`src/rtl/mdio_pkg.sv`:
```
package mdio_pkg;
  typedef enum logic [1:0] {ST_IDLE, ST_DRIVE, ST_RELEASE} mdio_st_e;

  localparam int HDR_RD_BITS = 16;
  localparam int FRAME_WR_BITS = 32;

  // start 01 preceded by two ones, opcode 10
  function automatic logic [15:0] rd_header(logic [4:0] phy, logic [4:0] regad);
    return {6'b110110, phy, regad};
  endfunction

  // start 01, opcode 01, turnaround 10
  function automatic logic [31:0] wr_frame(logic [4:0] phy, logic [4:0] regad,
                                           logic [15:0] data);
    return {4'b0101, phy, regad, 2'b10, data};
  endfunction
endpackage

```
`src/rtl/mdio_tick_gen.sv`:
```
module mdio_tick_gen #(
  parameter int HALF_CYC = 40
) (
  input  logic clk_i,
  input  logic rst_ni,
  input  logic run_i,
  output logic mdc_o,
  output logic rise_o,
  output logic fall_o
);
  localparam int DIV_W = (HALF_CYC > 1) ? $clog2(HALF_CYC) : 1;
  localparam logic [DIV_W-1:0] DIV_LAST = DIV_W'(HALF_CYC - 1);

  logic [DIV_W-1:0] div_q;
  logic wrap;

  assign wrap   = (div_q == DIV_LAST);
  assign rise_o = run_i & wrap & ~mdc_o;
  assign fall_o = run_i & wrap & mdc_o;

  always_ff @(posedge clk_i or negedge rst_ni) begin
    if (!rst_ni) begin
      div_q <= '0;
      mdc_o <= 1'b0;
    end else if (!run_i) begin
      div_q <= '0;
      mdc_o <= 1'b0;
    end else if (wrap) begin
      div_q <= '0;
      mdc_o <= ~mdc_o;
    end else begin
      div_q <= div_q + 1'b1;
    end
  end

  assert_mdc_idle_low_R7: assert property (@(posedge clk_i) disable iff (!rst_ni)
    !run_i |=> !mdc_o);
endmodule

```
`src/rtl/mdio_frame_eng.sv`:
```
module mdio_frame_eng import mdio_pkg::*; #(
  parameter int PRE_BITS = 32,
  parameter int RD_WIN   = 20,
  parameter int WR_TAIL  = 2,
  parameter int DATA_W   = 16
) (
  input  logic              clk_i,
  input  logic              rst_ni,
  input  logic              start_i,
  input  logic              rd_i,
  input  logic              pre_en_i,
  input  logic [4:0]        phy_addr_i,
  input  logic [4:0]        reg_addr_i,
  input  logic [DATA_W-1:0] wr_data_i,
  input  logic              rise_i,
  input  logic              fall_i,
  input  logic              mdio_i,
  output logic              run_o,
  output logic              mdio_o,
  output logic              mdio_oe_o,
  output logic [DATA_W-1:0] rd_data_o,
  output logic              done_o,
  output logic              busy_o
);
  localparam int SH_W  = PRE_BITS + FRAME_WR_BITS;
  localparam int CNT_W = $clog2(SH_W + 1);

  mdio_st_e           st_q;
  logic [SH_W-1:0]    sh_q;
  logic [CNT_W-1:0]   left_q;
  logic [RD_WIN-1:0]  cap_q;
  logic               is_rd_q;
  logic               accept;
  logic [31:0]        frame;
  logic [SH_W-1:0]    load;
  logic [CNT_W-1:0]   n_drive;

  assign accept = start_i && (st_q == ST_IDLE);
  assign frame  = rd_i ? {rd_header(phy_addr_i, reg_addr_i), 16'h0000}
                       : wr_frame(phy_addr_i, reg_addr_i, wr_data_i);
  assign load   = pre_en_i ? {{PRE_BITS{1'b1}}, frame} : {frame, {PRE_BITS{1'b0}}};
  assign n_drive = CNT_W'((pre_en_i ? PRE_BITS : 0) + (rd_i ? HDR_RD_BITS : FRAME_WR_BITS));

  assign mdio_o = sh_q[SH_W-1];
  assign busy_o = (st_q != ST_IDLE);
  assign run_o  = busy_o;

  always_ff @(posedge clk_i or negedge rst_ni) begin
    if (!rst_ni) begin
      st_q      <= ST_IDLE;
      sh_q      <= '1;
      left_q    <= '0;
      cap_q     <= '0;
      is_rd_q   <= 1'b0;
      mdio_oe_o <= 1'b0;
      rd_data_o <= '0;
      done_o    <= 1'b0;
    end else begin
      done_o <= 1'b0;
      unique case (st_q)
        ST_IDLE: if (accept) begin
          is_rd_q   <= rd_i;
          sh_q      <= load;
          left_q    <= n_drive;
          mdio_oe_o <= 1'b1;
          st_q      <= ST_DRIVE;
        end
        ST_DRIVE: if (fall_i) begin
          if (left_q == CNT_W'(1)) begin
            st_q      <= ST_RELEASE;
            mdio_oe_o <= 1'b0;
            sh_q      <= '1;
            left_q    <= is_rd_q ? CNT_W'(RD_WIN) : CNT_W'(WR_TAIL);
          end else begin
            sh_q   <= {sh_q[SH_W-2:0], 1'b1};
            left_q <= left_q - 1'b1;
          end
        end
        ST_RELEASE: begin
          if (rise_i) cap_q <= {cap_q[RD_WIN-2:0], mdio_i};
          if (fall_i) begin
            if (left_q == CNT_W'(1)) begin
              st_q   <= ST_IDLE;
              done_o <= 1'b1;
              if (is_rd_q) rd_data_o <= cap_q[DATA_W:1];
            end else begin
              left_q <= left_q - 1'b1;
            end
          end
        end
        default: st_q <= ST_IDLE;
      endcase
    end
  end

  assert_oe_off_idle_R1: assert property (@(posedge clk_i) disable iff (!rst_ni)
    !busy_o |-> !mdio_oe_o);
  assert_start_ignored_R9: assert property (@(posedge clk_i) disable iff (!rst_ni)
    (busy_o && start_i) |=> $stable(is_rd_q));
  assert_done_single_R10: assert property (@(posedge clk_i) disable iff (!rst_ni)
    done_o |=> !done_o);
  assert_done_at_end_R10: assert property (@(posedge clk_i) disable iff (!rst_ni)
    done_o |-> (!busy_o && $past(busy_o)));
  assert_rd_hold_R11: assert property (@(posedge clk_i) disable iff (!rst_ni)
    !done_o |-> $stable(rd_data_o));
endmodule

```
`src/rtl/mdio_master.sv`:
```
module mdio_master #(
  parameter int CLK_HZ     = 200_000_000,
  parameter int MDC_MAX_HZ = 2_500_000,
  parameter int PRE_BITS   = 32,
  parameter int RD_WIN     = 20,
  parameter int WR_TAIL    = 2
) (
  input  logic        clk_i,
  input  logic        rst_ni,
  input  logic        start_i,
  input  logic        rd_i,
  input  logic        preamble_en_i,
  input  logic [4:0]  phy_addr_i,
  input  logic [4:0]  reg_addr_i,
  input  logic [15:0] wr_data_i,
  output logic [15:0] rd_data_o,
  output logic        done_o,
  output logic        busy_o,
  output logic        mdc_o,
  output logic        mdio_o,
  output logic        mdio_oe_o,
  input  logic        mdio_i
);
  localparam int HALF_RAW = (CLK_HZ + 2 * MDC_MAX_HZ - 1) / (2 * MDC_MAX_HZ);
  localparam int HALF_CYC = (HALF_RAW < 1) ? 1 : HALF_RAW;

  logic run, rise, fall;

  mdio_tick_gen #(.HALF_CYC(HALF_CYC)) u_tick (
    .clk_i  (clk_i),
    .rst_ni (rst_ni),
    .run_i  (run),
    .mdc_o  (mdc_o),
    .rise_o (rise),
    .fall_o (fall)
  );

  mdio_frame_eng #(
    .PRE_BITS (PRE_BITS),
    .RD_WIN   (RD_WIN),
    .WR_TAIL  (WR_TAIL),
    .DATA_W   (16)
  ) u_eng (
    .clk_i      (clk_i),
    .rst_ni     (rst_ni),
    .start_i    (start_i),
    .rd_i       (rd_i),
    .pre_en_i   (preamble_en_i),
    .phy_addr_i (phy_addr_i),
    .reg_addr_i (reg_addr_i),
    .wr_data_i  (wr_data_i),
    .rise_i     (rise),
    .fall_i     (fall),
    .mdio_i     (mdio_i),
    .run_o      (run),
    .mdio_o     (mdio_o),
    .mdio_oe_o  (mdio_oe_o),
    .rd_data_o  (rd_data_o),
    .done_o     (done_o),
    .busy_o     (busy_o)
  );

  assert_data_quiet_high_R8: assert property (@(posedge clk_i) disable iff (!rst_ni)
    (mdc_o && $past(mdc_o)) |-> ($stable(mdio_o) && $stable(mdio_oe_o)));
endmodule

```
`config.mk`:
```
export PLATFORM = sky130hd
export DESIGN_NAME = mdio_master
export DESIGN_NICKNAME = d
export VERILOG_FILES = /design/src/rtl/mdio_pkg.sv /design/src/rtl/mdio_tick_gen.sv /design/src/rtl/mdio_frame_eng.sv /design/src/rtl/mdio_master.sv
export SDC_FILE = /design/constraint.sdc
export NUM_CORES = 1
export LEC_CHECK = 0
export CAP_MARGIN = 20
export CORE_UTILIZATION = 30
export DETAILED_ROUTE_END_ITERATION = 10
export HOLD_SLACK_MARGIN = 0.03
export MAX_ROUTING_LAYER = met4
export PLACE_DENSITY_LB_ADDON = 0.2
export SKIP_LAST_GASP = 1
export SYNTH_ARGS = -nofsm -noshare
export SYNTH_HDL_FRONTEND = slang
export SYNTH_SLANG_ARGS = --single-unit
export TNS_END_PERCENT = 100
```
`constraint.sdc`:
```
create_clock -name clk_i -period 1.9 [get_ports clk_i]
set_input_delay 0.57 -clock clk_i [delete_from_list [all_inputs] [get_ports clk_i]]
set_output_delay 0.57 -clock clk_i [all_outputs]
set_load 0.005 [all_outputs]
```
==> summary.txt <==
Status
  • Status: finished, violations left
  • Failing checks: DRC

Worst setup path
  • Critical path launch point type: register
  • Delay-heaviest family, CP: flip-flops
  • Buffer and inverter count on the worst path: 4
  • Slowest-stage cell, CP: dfrtp_1
  • R2r setup slk: 40 ps
  • WP data required: 1330 ps
  • Critical path fanouts, max: 3
  • R2R cell count: 8
  • Critical-path cell list: inv_2, ha_4, buf_4, inv_1, clkbuf_2
  • Slowest stage delay, CP: 390 ps
  • CP Capture Type: output pin
  • CP arrival: 1320 ps
  • Reg2Reg Capture Point: u_eng.left_q[2]
  • Critical path type: reg2out
  • FF-to-FF Start: u_eng.st_q[1]

Layout
  • Antenna cell count: 0
  • Post-layout nets: 692
  • FILL cells: 1745
  • Area growth from synthesis to layout: 37.2%
  • Non-Filler Instances: 891
  • Share of layout cells above drive strength 1: 0.350

CTS
  • Worst-Skew Late Latency: 420 ps
  • CTS Buffer Depth: 2
  • Sink count of the clock tree: 116
  • H-tree level count: 4
  • Worst-path clk slew: 60 ps
  • CTS tree: done
  • CTS buffer count: 17
  • Clk root buf: clkbuf_16

Floorplan
  • Cell row count: 49
  • Boundary Pins: 53
  • Die ar.: 19300 um2
  • Die Height: 139 um
  • Initial Utilization: 0.310
  • Die width: 139 um
  • Core area: 18100 um2

Timing
  • Final Hold Viols: 0
  • Measured slew at the worst slew-check pin: 384 ps
  • Post-route minimum period: 1890 ps
  • Slew HR: 0.744
  • Final Setup Violations: 0
  • Worst hold-check slack: 82.9 ps
  • Final slew viol count: 0
  • Final period util: 0.994
  • Clock Skew: 7.90 ps
  • Setup total negative slack: 0 ps
  • Achievable Freq: 529 MHz
  • Unrepaired setup endpoints after global routing: yes

Route
  • DRT iter0 DRCs: 290
  • Wire per inst: 15.8 um
  • Antenna-violating nets left: 0
  • Vias: 4471
  • Drt pass-1 iters: 10
  • Drt via density: 5.02
  • Remaining DRCs: 2
  • Total wire length: 14100 um

Logic synthesis
  • Async SR Flop Fraction: 1.00
  • Syn Area/Cell: 10.3 um2
  • EDFF count, synth: 0
  • Synth Register Bits: 116
  • Top-area cell type share of the netlist area: 0.299
  • Yosys warnings: 0
  • Register area share after synthesis: 0.530
  • Synth cell types: 48
  • Syn Inst Count: 547
  • Synth area leader: dfstp_2
  • Syn Nets: 590
  • Cell area after synthesis: 5620 um2
  • Synth top area cells: dfstp_2 30%, dfrtp_1 23%, mux2_2 5.2%
  • Main synth FF type: dfstp_2

Pwr
  • Total power: 11.4 mW
  • Pwr/cell area: 1470 nW/um2
  • Static Leakage: 3.33 nW
  • VDD IR max: 902 uV

Placed design
  • Post-Place Cells: 839
  • Detailed placement HPWL: 8620 um
  • Port bufs: 52
  • Final GP Congestion: 0.805

Global route
  • Largest net degree at the start of global routing: 53
  • Total track usage: 0.148
  • Vias in the first global route: 4360
  • Antenna violations before repair: 0
  • First-pass GRT wire length: 22100 um
  • GR Overflow Total: 0

Job
  • Max-cap violations: 0

Worst hold path
  • Hold Crit Class: in2async
[how the worst max path moves through the flow]
stage / start / end / slack [ps] / depth (start not counted)
after global routing: u_eng.st_q[1] / u_eng.sh_q[4] / -70 / 8
final: u_eng.st_q[1] / busy_o / 10 / 5
after detailed placement: start_i / u_eng.left_q[2] / -280 / 7
after floorplan: u_eng.st_q[0] / u_eng.sh_q[40] / 2 / 8
after CTS: u_eng.st_q[0] / busy_o / -180 / 5
after global placement: start_i / u_eng.left_q[2] / -270 / 7
[synth_stat cells (10+ instances only)]
cell	instances
a21oi_1	35
a31oi_1	21
buf_2	16
clkbuf_1	15
dfrtp_1	52
dfstp_2	64
ha_1	11
mux2_2	26
mux2_4	10
mux2i_1	10
nand2_1	41
nor2_1	74
nor2b_1	18
o21ai_0	47
o22ai_1	21
[power by group]
| part | total, mW | switching (mW) | internal (mW) |
|---|---|---|---|
| Sequential | 4.08 | 0.444 | 3.64 |
| Combinational | 4.04 | 2.08 | 1.95 |
| Clock | 3.25 | 1.28 | 1.96 |
[layout make-up]
cell class	count	area [um2]	share of cell area
clock inverters	15	170	0.0220
flip-flops and latches	116	2980	0.387
well taps	229	287	0.0371
inverters	9	33.8	0.00438
clock buffers	17	425	0.0551
multi-input cells	384	2540	0.329
repair buffers	121	1280	0.166
[state kept, by name, summed over array words and instances (netlist names)]
signal,count
u_tick.mdc_o,1
u_eng.st_q,2
u_eng.sh_q,64
u_eng.done_o,1
u_eng.mdio_oe_o,1
u_eng.left_q,7
u_eng.is_rd_q,1
u_eng.cap_q,17
u_tick.div_q,6
u_eng.rd_data_o,16
[cells in the final DEF (no fill, tap or decap), drive strengths merged, types with 8 or more instances in the layout]
cell,instances
clkbuf,23
o21a,8
a31oi,21
o21ai,51
o22ai,21
a21oi,35
dfrtp,52
inv,16
nor2,74
ha,11
nor2b,18
mux2,36
o211ai,9
clkdlybuf4s50,43
mux2i,10
dfstp,64
buf,65
nor3,9
nand2,41
[stage by stage]
stage	setup slack [ps]	area, um2	util
final	10.5	7720	0.425
after global routing	-73.7	7720	0.425
after CTS	-181	7390	0.407
after detailed placement	-275	6750	0.372
after global placement	-274	6750	0.372
after floorplan	1.88	5620	-
[worst register-to-register path, delay by kind of cell (launching register included)]
family / cells / cell delay (ps)
compound gates: 3 / 600
fa+ha+maj: 1 / 200
buf+inv: 4 / 570
flops: 1 / 390
[per-layer routing]
layer | track usage | vias up | part of all wire
met5 | - | - | 0
met4 | 0.0532 | 0 | 0.012
met3 | 0.0390 | 13 | 0.035
met2 | 0.225 | 74 | 0.48
met1 | 0.189 | 2244 | 0.47
li1 | - | 2140 | -
[kinds of logic (layout without fill, tap and decap cells)]
family / Yosys count / count (layout) / share of synthesized area
xor+xnor: 5 / 5 / 0.00779
flops: 116 / 116 / 0.530
buf+inv: 47 / 162 / 0.0369
fa+ha+maj: 11 / 11 / 0.0245
mux: 46 / 46 / 0.0966
simple gates: 164 / 164 / 0.136
compound gates: 158 / 158 / 0.167
[what timing repair did]
| item | 4_1_cts | 5_1_grt |
|---|---|---|
| gates cloned | 0 | 6 |
| hold buffers | 0 | 0 |
| endpoints found under the setup margin | 58 | 94 |
| setup buffers | 4 | 10 |
| resized for setup | 10 | 40 |
| pin swaps | 1 | 9 |
No activity file was read; power rests on OpenSTA's default activity.
